### src/rtl/irq_aggregator.sv
module irq_aggregator #(
  parameter int NSRC = 8
) (
  input  logic              clk_i,
  input  logic              rst_ni,
  input  logic [1:0]        addr_i,
  input  logic              we_i,
  input  logic [2*NSRC-1:0] wdata_i,
  output logic [2*NSRC-1:0] rdata_o,
  input  logic [NSRC-1:0]   evt_i,
  output logic              irq_o
);
  localparam int W = 2 * NSRC;

  logic [W-1:0] sel_q, sel_sw, sel_d;

  always_comb begin
    sel_sw = sel_q;
    if (we_i) begin
      case (addr_i)
        2'd0:    sel_sw = wdata_i;
        2'd1:    sel_sw = sel_q | wdata_i;
        2'd2:    sel_sw = sel_q & ~wdata_i;
        default: sel_sw = sel_q;
      endcase
    end
  end

  assign sel_d = sel_sw | {{NSRC{1'b0}}, evt_i};

  always_ff @(posedge clk_i or negedge rst_ni)
    if (!rst_ni) sel_q <= '0;
    else         sel_q <= sel_d;

  assign rdata_o = (addr_i == 2'd0) ? sel_q : '0;
  assign irq_o   = |(sel_q[W-1:NSRC] & sel_q[NSRC-1:0]);

  assert_event_sets_flag_R5: assert property (@(posedge clk_i) disable iff (!rst_ni)
    (evt_i != '0) |=> ((sel_q[NSRC-1:0] & $past(evt_i)) == $past(evt_i)));

  assert_event_keeps_enable_R5: assert property (@(posedge clk_i) disable iff (!rst_ni)
    (!we_i) |=> (sel_q[W-1:NSRC] == $past(sel_q[W-1:NSRC])));

  assert_clear_loses_to_event_R6: assert property (@(posedge clk_i) disable iff (!rst_ni)
    (we_i && addr_i == 2'd2 && (wdata_i[NSRC-1:0] & evt_i) != '0)
      |=> ((sel_q[NSRC-1:0] & $past(evt_i)) == $past(evt_i)));

  assert_set_alias_R3: assert property (@(posedge clk_i) disable iff (!rst_ni)
    (we_i && addr_i == 2'd1) |=> ((sel_q & $past(wdata_i)) == $past(wdata_i)));

  assert_idle_stable_R8: assert property (@(posedge clk_i) disable iff (!rst_ni)
    (!(we_i && addr_i != 2'd3) && evt_i == '0) |=> $stable(sel_q));

  assert_alias_read_zero_R8: assert property (@(posedge clk_i) disable iff (!rst_ni)
    (addr_i != 2'd0) |-> (rdata_o == '0));

  assert_irq_needs_enable_R7: assert property (@(posedge clk_i) disable iff (!rst_ni)
    (sel_q[W-1:NSRC] == '0) |-> !irq_o);
endmodule

### config.mk
export PLATFORM = sky130hd
export DESIGN_NAME = irq_aggregator
export DESIGN_NICKNAME = d
export VERILOG_FILES = /design/src/rtl/irq_aggregator.sv
export SDC_FILE = /design/constraint.sdc
export NUM_CORES = 1
export LEC_CHECK = 0
export ABC_AREA = 1
export BUFFER_PORTS_ARGS = -buffer_cell sky130_fd_sc_hd__clkbuf_2
export CORE_ASPECT_RATIO = 1.2
export CORE_MARGIN = 5
export CORE_UTILIZATION = 50
export CTS_CLUSTER_DIAMETER = 60
export DETAILED_ROUTE_END_ITERATION = 6
export GPL_TIMING_DRIVEN = 1
export HOLD_SLACK_MARGIN = 0.08
export MAX_ROUTING_LAYER = met4
export PLACE_DENSITY = 0.84
export SETUP_SLACK_MARGIN = 0.2
export SLEW_MARGIN = 25
export SYNTH_ARGS = -nofsm -noshare
export SYNTH_HDL_FRONTEND = slang
export SYNTH_SLANG_ARGS = --single-unit
### constraint.sdc
create_clock -name clk_i -period 1.65 [get_ports clk_i]
set_clock_uncertainty 0.1 [all_clocks]
set_input_delay 0.33 -clock clk_i [delete_from_list [all_inputs] [get_ports clk_i]]
set_output_delay 0.33 -clock clk_i [all_outputs]
set_load 0.02 [all_outputs]
* After elaboration in Yosys (flattened, before gate mapping)
Index checks and enable logic that the tools add are counted.
** Storage, ports and cells
- Logic and storage cells :: 13
- Register bits :: 16
- Input port bits :: 29
** Cells by class
- Reductions and logical operators :: 2
- Multiplexer cells :: 3
- Eq/ne operators :: 2
- Bitwise operators :: 5
** Operators with widths (count)
- $pmux W16 S3 :: 1
- $mux W16 :: 2
- $and A16 B16 Y16 :: 1
- $not A16 Y16 :: 1
- $or A16 B16 Y16 :: 1
- $or A16 B8 Y16 :: 1
- $and A8 B8 Y8 :: 1
- $reduce_or A8 Y1 :: 1
- $eq A2 B1 Y1 const B :: 1
- $eq A2 B2 Y1 const B :: 1
- $logic_not A2 Y1 :: 1

* Logic depth before layout (Yosys ltp)
Gate-level depths: netlist (run 1).
- Word-level depth :: 5
- Depth in mapped cells :: 7
- Gate-level depth less buffers :: 6

* Least setup slack after synthesis (run 1)
OpenSTA, ideal clock, no wires.
- Path type :: input to output
- Start :: in addr_i[1]
- End :: out rdata_o[10]
- Slack :: 0.253 ns
- Data arrival time :: 0.967 ns
- Required time :: 1.220 ns
- Cell stages on the path :: 4
- Buffers on the path :: 1
- Cell sequence :: inv_2 -> nand2_2 -> buf_2 -> nor2_1
** On the way
- Cells in the longest elaborated chain, start to end :: 2
** RTL lines
- start: declaration :: line 6 : input logic [1:0] addr_i,
- $logic_not A2 Y1 :: line 35 : assign rdata_o = (addr_i == 2'd0) ? sel_q : '0;
- $mux W16 :: line 35
- end: declaration :: line 9 : output logic [2*NSRC-1:0] rdata_o,
Every way passes these cells.

* Worst setup path after layout (run 1)
- Start :: reg sel_q[15]
- End :: out irq_o
** On the way
- Cells in the longest elaborated chain, start to end :: 2
** RTL lines
- start: declaration :: line 15 : logic [W-1:0] sel_q, sel_sw, sel_d;
- start signal: assignment :: line 33 : else sel_q <= sel_d;
- $and A8 B8 Y8 :: line 36 : assign irq_o = |(sel_q[W-1:NSRC] & sel_q[NSRC-1:0]);
- $reduce_or A8 Y1 :: line 36
- end: declaration :: line 11 : output logic irq_o
Every way passes these cells.

==> results.sh, run 1 <==
export IMPL_slew_violations=0
export IMPL_power_leakage_nw=1.05
export IMPL_drcViolationCount=0
export IMPL_grt_pass1_wl_mm=4.02
export IMPL_routed_wl_mm=3.45
export IMPL_worst_pin_slew_ns=0.638
export IMPL_path_class="flip-flop to primary output"
export IMPL_cts_num_sinks=16
export IMPL_n_antenna_cell=0
export IMPL_yosysWarnings=0
export IMPL_synth_ff_type="dfrtp_1"
export IMPL_drtPass1Iterations=4
export IMPL_root_buffer="clkbuf_4"
export IMPL_synth_cell_types=12
export IMPL_coreArea_um2=2030
export IMPL_grt_pass1_vias=988
export IMPL_clk_latency_ns=0.29
export IMPL_max_slew_margin=0.574
export IMPL_required_ns=1.22
export IMPL_final_nets=275
export IMPL_hold_viol=0
export IMPL_sw_frac_of_total=0.340
export IMPL_fp_dieW_um=51.6
export IMPL_p_clk_frac=0.233
export IMPL_synth_largest_area_cell="dfrtp_1"
export IMPL_synthesis_area_um2=1040
export IMPL_top_register="sel_q"
export IMPL_pin_count=46
export IMPL_max_freq_mhz=605
export IMPL_grt_max_degree=24
export IMPL_drive_above_1_share=0.351
export IMPL_maxCapViolations=0
export IMPL_powerDensity_nw_per_um2=704
export IMPL_rsz0062_at_grt="yes"
export IMPL_ys_top_cells_by_area="dfrtp_1 39%, nand2_1 29%, inv_1 16%"
export IMPL_antenna_found_initial=0
export IMPL_synth_seq_cells=16
export IMPL_ant_nets=0
export IMPL_power_switching_mw=0.387
export IMPL_cts_htree_levels=1
export IMPL_synth_edf_count=0
export IMPL_clk_pin_slew_worst_paths_ns=0.09
export IMPL_sequentialPowerShare=0.410
export IMPL_power_mw=1.14
export IMPL_die_area_um2=3100
export IMPL_numCtsBuffers=3
export IMPL_portBuffers=45
export IMPL_clock_path_buffers=2
export IMPL_syn_avg_cell_area_um2=5.84
export IMPL_ys_async_sr_fraction=1.00
export IMPL_post_route_period_util=1.00
export IMPL_area_growth_pct=55.7
export IMPL_worst_setup_path_start_kind="flip-flop"
export IMPL_largest_reg_flops=16
export IMPL_drt_initial_drc_count=55
export IMPL_initial_utilization=0.513
export IMPL_final_core_util=0.799
export IMPL_vias=1303
export IMPL_intPower_mw=0.753
export IMPL_grt_usage=0.180
export IMPL_biggestRegsByFlops="sel_q (16)"
export IMPL_synthesis_nets=207
export IMPL_status="finished with violations"
export IMPL_min_period_ns=1.65
export IMPL_worstSetupEndpointType="primary output"
export IMPL_avgViaCountPerCell=4.92
export IMPL_p_comb_frac=0.357
export IMPL_yosysMostFrequentCell="nand2_1"
export IMPL_cp_max_fo=2
export IMPL_violations="setup timing"
export IMPL_synth_top_area_share=0.385
export IMPL_dp_hpwl_mm=1.83
export IMPL_vdd_drop_max_v=0.000419
export IMPL_cp_arrival_ns=1.22
export IMPL_rows=18
export IMPL_final_setup_viol_count=1
export IMPL_worst_slack_ns=-0.00159
export IMPL_hold_path_class="input port to flip-flop"
export IMPL_grt_overflow_total=0
export IMPL_finalSetupTns_ns=-0.00159
export IMPL_die_height_um=60.0
export IMPL_avgRoutedWirePerCell_um=13.0
export IMPL_cts_tree="built"
export IMPL_synthTopCellsByCount="81 x nand2_1, 43 x inv_1, 19 x nor2_1"
export IMPL_synth_seq_area_share=0.385
export IMPL_syn_inst=178
export IMPL_place_congestion=0.838
==> power groups by stage <==
stage / Sequential (mW) / Combinational, mW / Clock (mW)
after detailed placement: 0.469 / 0.263 / 0
after global placement: 0.468 / 0.259 / 0
final: 0.467 / 0.407 / 0.266
after CTS: 0.460 / 0.292 / 0.265
after global routing: 0.469 / 0.444 / 0.288
after floorplan: 0.460 / 0.170 / 0
==> cells by family (layout without fill, tap and decap cells) <==
group	Yosys count	count (layout)	share of synthesized area
AO/OA/AOI/OAI	11	11	0.0529
flip-flops	16	16	0.385
buffers and inverters	47	113	0.179
AND/OR/NAND/NOR	104	105	0.383
==> worst max-delay path: stages, from the launching register on <==
cell and delay (ns):
dfrtp_1 0.42, nand2_1 0.10, nand2_1 0.07, nor2_1 0.12
nand2_1 0.08, clkbuf_8 0.15
==> layout make-up <==
| class | count | area, um^2 |
|---|---|---|
| clock buffers | 4 | 36.3 |
| well taps | 20 | 25.0 |
| flip-flops and latches | 16 | 400 |
| fillers | 146 | 408 |
| multi-input cells | 116 | 515 |
| inverters | 44 | 173 |
| repair buffers | 65 | 469 |
==> cell usage in the layout, fill, tap and decap left out, drive strengths merged <==
cell type / n
nand2: 83
inv: 44
buf: 35
clkbuf: 33
nor2: 20
dfrtp: 16
o21ai: 10
nand3: 2
a21oi: 1
dlygate4sd3: 1
==> final timing paths <==
check	endpoint	startpoint	cells past startpoint	slack, ns
min in group asynchronous	sel_q[10]	rst_ni	2	0.38
worst min register to register	sel_q[11]	sel_q[11]	2	0.42
worst max-delay path	irq_o	sel_q[15]	5	-0.002
worst max register to register	sel_q[15]	sel_q[15]	6	0.62
max in group asynchronous	sel_q[15]	rst_ni	2	0.80
worst min-delay path	sel_q[13]	wdata_i[13]	3	0.14
==> stage by stage <==
step                area, um^2  setup WS [ns]  hold WS [ns]  std cells
global placement          1290         0.0717         0.173        243
global route              1620        -0.0651         0.143        265
CTS                       1410         0.0605         0.144        253
finish                    1620       -0.00159         0.140        265
floorplan                 1040          0.253       -0.0656        178
detailed placement        1290         0.0681         0.170        243
==> what timing repair did <==
item                       4_1_cts  5_1_grt
setup endpoints to repair       17       17
pin swaps                        5       13
gates resized for setup         12       58
hold buffers                     1        0
hold endpoints to repair        16        0
gates cloned                     0        1
setup buffers                    5       11
==> metal layers <==
metal | share of wire | vias to the layer above | GRT usage
li1 | - | 639 | -
met1 | 0.39 | 597 | 0.201
met2 | 0.52 | 60 | 0.307
met3 | 0.070 | 7 | 0.0274
met4 | 0.019 | 0 | 0.0974
met5 | 0 | - | -
Note: power is estimated with default switching activity, not from simulation.
==> run 2: changes to the inputs <==
Settings changed: ABC_AREA 1 to unset, CORE_UTILIZATION 50 to 46, PLACE_DENSITY 0.84 to 0.82.
==> run 2 against run 1 <==
  * The run still ends with setup timing left
  * Critical path depth is 2 lower
  * Via count is 34% lower
  * Register-to-register slack worse by 0.15 ns
  * Non-clock buffer count is 12 lower
  * Final cell count is 44% lower
  * Sequential cell count stayed put
  * Synthesized area is 18% lower
  * Global-route usage is 2.2 points higher
  * Critical endpoint unchanged
==> results.sh, run 2 <==
export IMPL_synth_top_area_share=0.471
export IMPL_initial_utilization=0.471
export IMPL_hold_viol=0
export IMPL_synth_ff_type="dfrtp_1"
export IMPL_cts_num_sinks=16
export IMPL_top_register="sel_q"
export IMPL_area_growth_pct=58.5
export IMPL_drtPass1Iterations=4
export IMPL_clk_latency_ns=0.28
export IMPL_worst_slack_ns=-0.0245
export IMPL_cts_tree="built"
export IMPL_root_buffer="clkbuf_4"
export IMPL_rsz0062_at_grt="yes"
export IMPL_status="finished with violations"
export IMPL_grt_pass1_wl_mm=4.31
export IMPL_avgRoutedWirePerCell_um=17.6
export IMPL_dp_cells=139
export IMPL_rows=17
export IMPL_vdd_drop_max_v=0.000697
export IMPL_drcViolationCount=0
export IMPL_portBuffers=45
export IMPL_final_core_util=0.746
export IMPL_r2r_cells=3
export IMPL_post_route_period_util=1.01
export IMPL_dpl_cell_area_um2=1080
export IMPL_synthesis_nets=107
export IMPL_path_class="flip-flop to primary output"
export IMPL_final_nets=160
export IMPL_ant_nets=0
export IMPL_n_antenna_cell=0
export IMPL_slew_violations=0
export IMPL_synth_cell_types=17
export IMPL_violations="setup timing"
export IMPL_worst_setup_path_start_kind="flip-flop"
export IMPL_maxCapViolations=0
export IMPL_synth_largest_area_cell="dfrtp_1"
export IMPL_cp_max_fo=2
export IMPL_detailedPlace_worstSlack_ns=-0.112
export IMPL_hold_path_class="input port to flip-flop"
export IMPL_synthTopCellsByCount="16 x and2_1, 16 x dfrtp_1, 14 x o21ai_0"
export IMPL_cp_arrival_ns=1.24
export IMPL_antenna_found_initial=0
export IMPL_fp_dieW_um=49.3
export IMPL_powerDensity_nw_per_um2=771
export IMPL_biggestRegsByFlops="sel_q (16)"
export IMPL_power_leakage_nw=0.629
export IMPL_avgViaCountPerCell=5.81
export IMPL_dp_hpwl_mm=1.72
export IMPL_drt_initial_drc_count=38
export IMPL_ys_top_cells_by_area="dfrtp_1 47%, and2_1 12%, a22o_2 9.4%"
export IMPL_die_height_um=57.1
export IMPL_hold_depth=2
export IMPL_synth_edf_count=0
export IMPL_clk_pin_slew_worst_paths_ns=0.10
export IMPL_numCtsBuffers=3
export IMPL_grt_usage=0.203
export IMPL_max_freq_mhz=597
export IMPL_routed_wl_mm=2.63
export IMPL_final_common_cell="clkbuf_2"
export IMPL_ys_async_sr_fraction=1.00
export IMPL_synthesis_area_um2=851
export IMPL_final_setup_viol_count=1
export IMPL_worstSetupEndpointType="primary output"
export IMPL_clock_path_buffers=2
export IMPL_min_period_ns=1.67
export IMPL_stdcell_count=149
export IMPL_worst_pin_slew_ns=0.655
export IMPL_coreArea_um2=1810
export IMPL_max_slew_margin=0.562
export IMPL_syn_avg_cell_area_um2=10.9
export IMPL_cts_htree_levels=1
export IMPL_drive_above_1_share=0.685
export IMPL_yosysWarnings=0
export IMPL_syn_inst=78
export IMPL_synth_seq_cells=16
export IMPL_vias=865
export IMPL_final_area_um2=1350
export IMPL_required_ns=1.22
export IMPL_largest_reg_flops=16
export IMPL_pin_count=46
export IMPL_die_area_um2=2810
export IMPL_layout_common_cells="26 x clkbuf_2, 19 x buf_6, 16 x dfrtp_1, 14 x o21ai_0, 13 x and2_4"
export IMPL_place_congestion=0.727
export IMPL_grt_pass1_vias=877
export IMPL_grt_max_degree=17
export IMPL_synth_seq_area_share=0.471
export IMPL_grt_overflow_total=0
[run 2: cell types whose count changed in the layout (fill, tap and decap cells not counted), sizes merged, moves of 2 or more]
cell	change
nand2	-83
inv	-43
nor2	-19
and2	+16
buf	-9
a221o	+8
a22o	+8
o21ai	+6
a22oi	+4
clkbuf	-3
nand3	-2
nor2b	+2
[run 2: stage by stage]
stage               power [mW]  hold slack (ns)  TNS, ns
floorplan                0.600          -0.0656        0
global placement         0.684            0.164   -0.460
detailed placement       0.692            0.168    -1.38
CTS                      0.979            0.125        0
global route              1.10            0.120   -0.144
finish                    1.04            0.130  -0.0245
[run 2: per-layer routing]
metal,track usage,vias to the layer above,part of all wire
met5,-,-,0
met4,0.0692,0,0.044
met3,0.0418,10,0.072
met2,0.311,46,0.48
met1,0.264,407,0.40
li1,-,402,-
[run 2: kinds of logic (layout without fill, tap and decap cells)]
logic type / Yosys count / in the layout / synth area share
simple gates: 20 / 20 / 0.153
flops: 16 / 16 / 0.471
buf+inv: 6 / 58 / 0.0500
compound gates: 36 / 36 / 0.326
[run 2: path summary, 6_finish.rpt]
kind,slack (ns),end,startpoint
setup / recovery,-0.02,irq_o,sel_q[6]
hold / removal,0.13,sel_q[6],evt_i[6]
setup reg to reg,0.47,sel_q[4],sel_q[4]
hold reg to reg,0.45,sel_q[12],sel_q[12]
max in group asynchronous,0.77,sel_q[7],rst_ni
min in group asynchronous,0.39,sel_q[14],rst_ni
[run 2: worst max-delay path: stages, from the launching register on]
cell and delay, ns:
dfrtp_1 0.42, a22oi_2 0.20, nand4_1 0.15, buf_4 0.19
[run 2: area by class of cell]
cell class	instances	area, um^2
multi-input cells	56	465
repair buffers	53	419
well taps	19	23.8
fillers	121	459
clock buffers	4	36.3
flip-flops and latches	16	400
inverters	1	3.75
[run 2: timing repair]
action / in CTS / in global routing
gates resized for setup: 20 / 59
cloned: 1 / 0
pin swaps: 0 / 9
endpoints found under the setup margin: 19 / 17
hold buffers: 1 / 0
hold endpoints to repair: 16 / 0
buffers inserted: 3 / 1
[run 2: where the power goes]
part | internal [mW] | switching [mW] | total (mW)
Clock | 0.134 | 0.128 | 0.262
Sequential | 0.433 | 0.0427 | 0.475
Combinational | 0.173 | 0.128 | 0.302
==> run 3: changes to the inputs <==
Settings changed: CORE_ASPECT_RATIO 1.2 to unset.
==> run 3 against run 2 <==
  * The flow now finishes without violations
  * Sequential share of layout area is 0.41 points lower
  * Routed wire length is 4.0% higher
  * Die area is 0.13% lower
  * Clock-buffer cell count is 1 lower
  * Setup slack better by 0.055 ns
  * Critical path depth stayed put
  * Final area is 1.4% higher
  * Register-to-register slack hardly changed
  * Sequential power hardly changed
  * Combinational power is 6% higher
==> results.sh, run 3 (synthesis results as in run 2) <==
export IMPL_status="finished, final reports clean"
export IMPL_dpl_cell_area_um2=1080
export IMPL_min_from="evt_i[4]"
export IMPL_path_class="flip-flop to primary output"
export IMPL_grt_pass1_vias=925
export IMPL_area_growth_pct=60.7
export IMPL_rsz0062_at_grt="yes"
export IMPL_place_congestion=0.739
export IMPL_biggestRegsByFlops="sel_q (16)"
export IMPL_cts_htree_levels=1
export IMPL_hold_path_class="input port to flip-flop"
export IMPL_ant_nets=0
export IMPL_layout_common_cells="27 x clkbuf_2, 19 x buf_6, 16 x dfrtp_1, 14 x and2_4, 14 x o21ai_0"
export IMPL_grt_max_degree=17
export IMPL_maxCapViolations=0
export IMPL_fillers=119
export IMPL_power_mw=0.993
export IMPL_slew_violations=0
export IMPL_antenna_found_initial=0
export IMPL_drt_initial_drc_count=26
export IMPL_final_setup_viol_count=0
export IMPL_cts_tree="built"
export IMPL_final_nets=163
export IMPL_cts_num_sinks=16
export IMPL_largest_reg_flops=16
export IMPL_clk_pin_slew_worst_paths_ns=0.09
export IMPL_portBuffers=45
export IMPL_routed_wl_mm=2.73
export IMPL_numCtsBuffers=3
export IMPL_die_area_um2=2810
export IMPL_pin_count=46
export IMPL_cp_max_fo=2
export IMPL_initial_utilization=0.487
export IMPL_seqCellArea_um2=400
export IMPL_top_register="sel_q"
export IMPL_r2r_start="sel_q[4]"
export IMPL_crit_path_start="sel_q[4]"
export IMPL_dp_hpwl_mm=1.72
export IMPL_cp_arrival_ns=1.19
export IMPL_coreArea_um2=1750
export IMPL_drcViolationCount=0
export IMPL_avgViaCountPerCell=5.69
export IMPL_vdd_drop_max_v=0.000435
export IMPL_final_common_cell="clkbuf_2"
export IMPL_required_ns=1.22
export IMPL_grt_pass1_wl_mm=4.06
export IMPL_powerDensity_nw_per_um2=726
export IMPL_vias=894
export IMPL_grt_overflow_total=0
export IMPL_n_antenna_cell=0
export IMPL_power_leakage_nw=0.637
export IMPL_fp_dieW_um=53.0
export IMPL_post_route_period_util=0.982
export IMPL_regToRegSetupSlack_ns=0.48
export IMPL_clk_latency_ns=0.27
export IMPL_min_period_ns=1.62
export IMPL_final_area_um2=1370
export IMPL_rows=15
export IMPL_grt_usage=0.202
export IMPL_die_height_um=53.0
export IMPL_drive_above_1_share=0.697
export IMPL_multiInputGateArea_um2=468
export IMPL_worstSetupEndpointType="primary output"
export IMPL_avgRoutedWirePerCell_um=17.4
export IMPL_finalSetupTns_ns=0
export IMPL_drtPass1Iterations=4
export IMPL_root_buffer="clkbuf_4"
export IMPL_max_slew_margin=0.562
export IMPL_worst_setup_path_start_kind="flip-flop"
export IMPL_hold_viol=0
export IMPL_max_freq_mhz=617
export IMPL_clock_path_buffers=2
export IMPL_worst_pin_slew_ns=0.654
run 3: cell count changes in the layout (fill, tap and decap cells not counted), sizes merged:
cell / previous run / this run
buf: 26 / 28
run 3: per-stage QoR:
stage	utilization	cells	setup slack, ns	hold slack (ns)
after global routing	0.784	157	-0.0110	0.135
after CTS	0.696	155	0.0384	0.141
final	0.784	157	0.0303	0.142
after floorplan	-	78	0.215	-0.0656
after global placement	0.621	145	-0.0319	0.164
after detailed placement	0.621	145	-0.0631	0.167
run 3: worst paths after layout:
check | depth (start not counted) | endpoint
worst max-delay path | 3 | irq_o
worst min-delay path | 2 | sel_q[4]
worst min register to register | 1 | sel_q[8]
min in group asynchronous | 2 | sel_q[12]
worst max register to register | 3 | sel_q[4]
max in group asynchronous | 2 | sel_q[10]
run 3: cell type report:
type | instances | share of cell area
multi-input combinational | 56 | 0.342
timing repair buffer | 56 | 0.323
sequential | 16 | 0.293
clock buffer | 3 | 0.0165
inverter | 1 | 0.00274
tap | 25 | 0.0229
run 3: power by group:
group	switching (mW)	internal [mW]	total, mW
registers	0.0426	0.433	0.475
clock network	0.114	0.0845	0.199
logic	0.133	0.186	0.319
run 3: worst max-delay path, cell delays in order (launching register included):
cell     delay [ns]
dfrtp_1        0.42
a22oi_2        0.19
nand4_1        0.13
buf_4          0.18
run 3: metal layers:
metal / up-vias / part of all wire / global-route usage
met1: 439 / 0.40 / 0.247
met2: 46 / 0.53 / 0.341
met3: 4 / 0.067 / 0.0338
li1: 405 / - / -
met5: - / 0 / -
met4: 0 / 0.0044 / 0.0596
run 3: timing repair:
item,CTS,global route
cloned,1,0
setup buffers,5,2
pin swaps,1,2
endpoints found under the hold margin,16,0
gates resized for setup,16,61
setup endpoints to repair,17,17
hold buffers,1,0
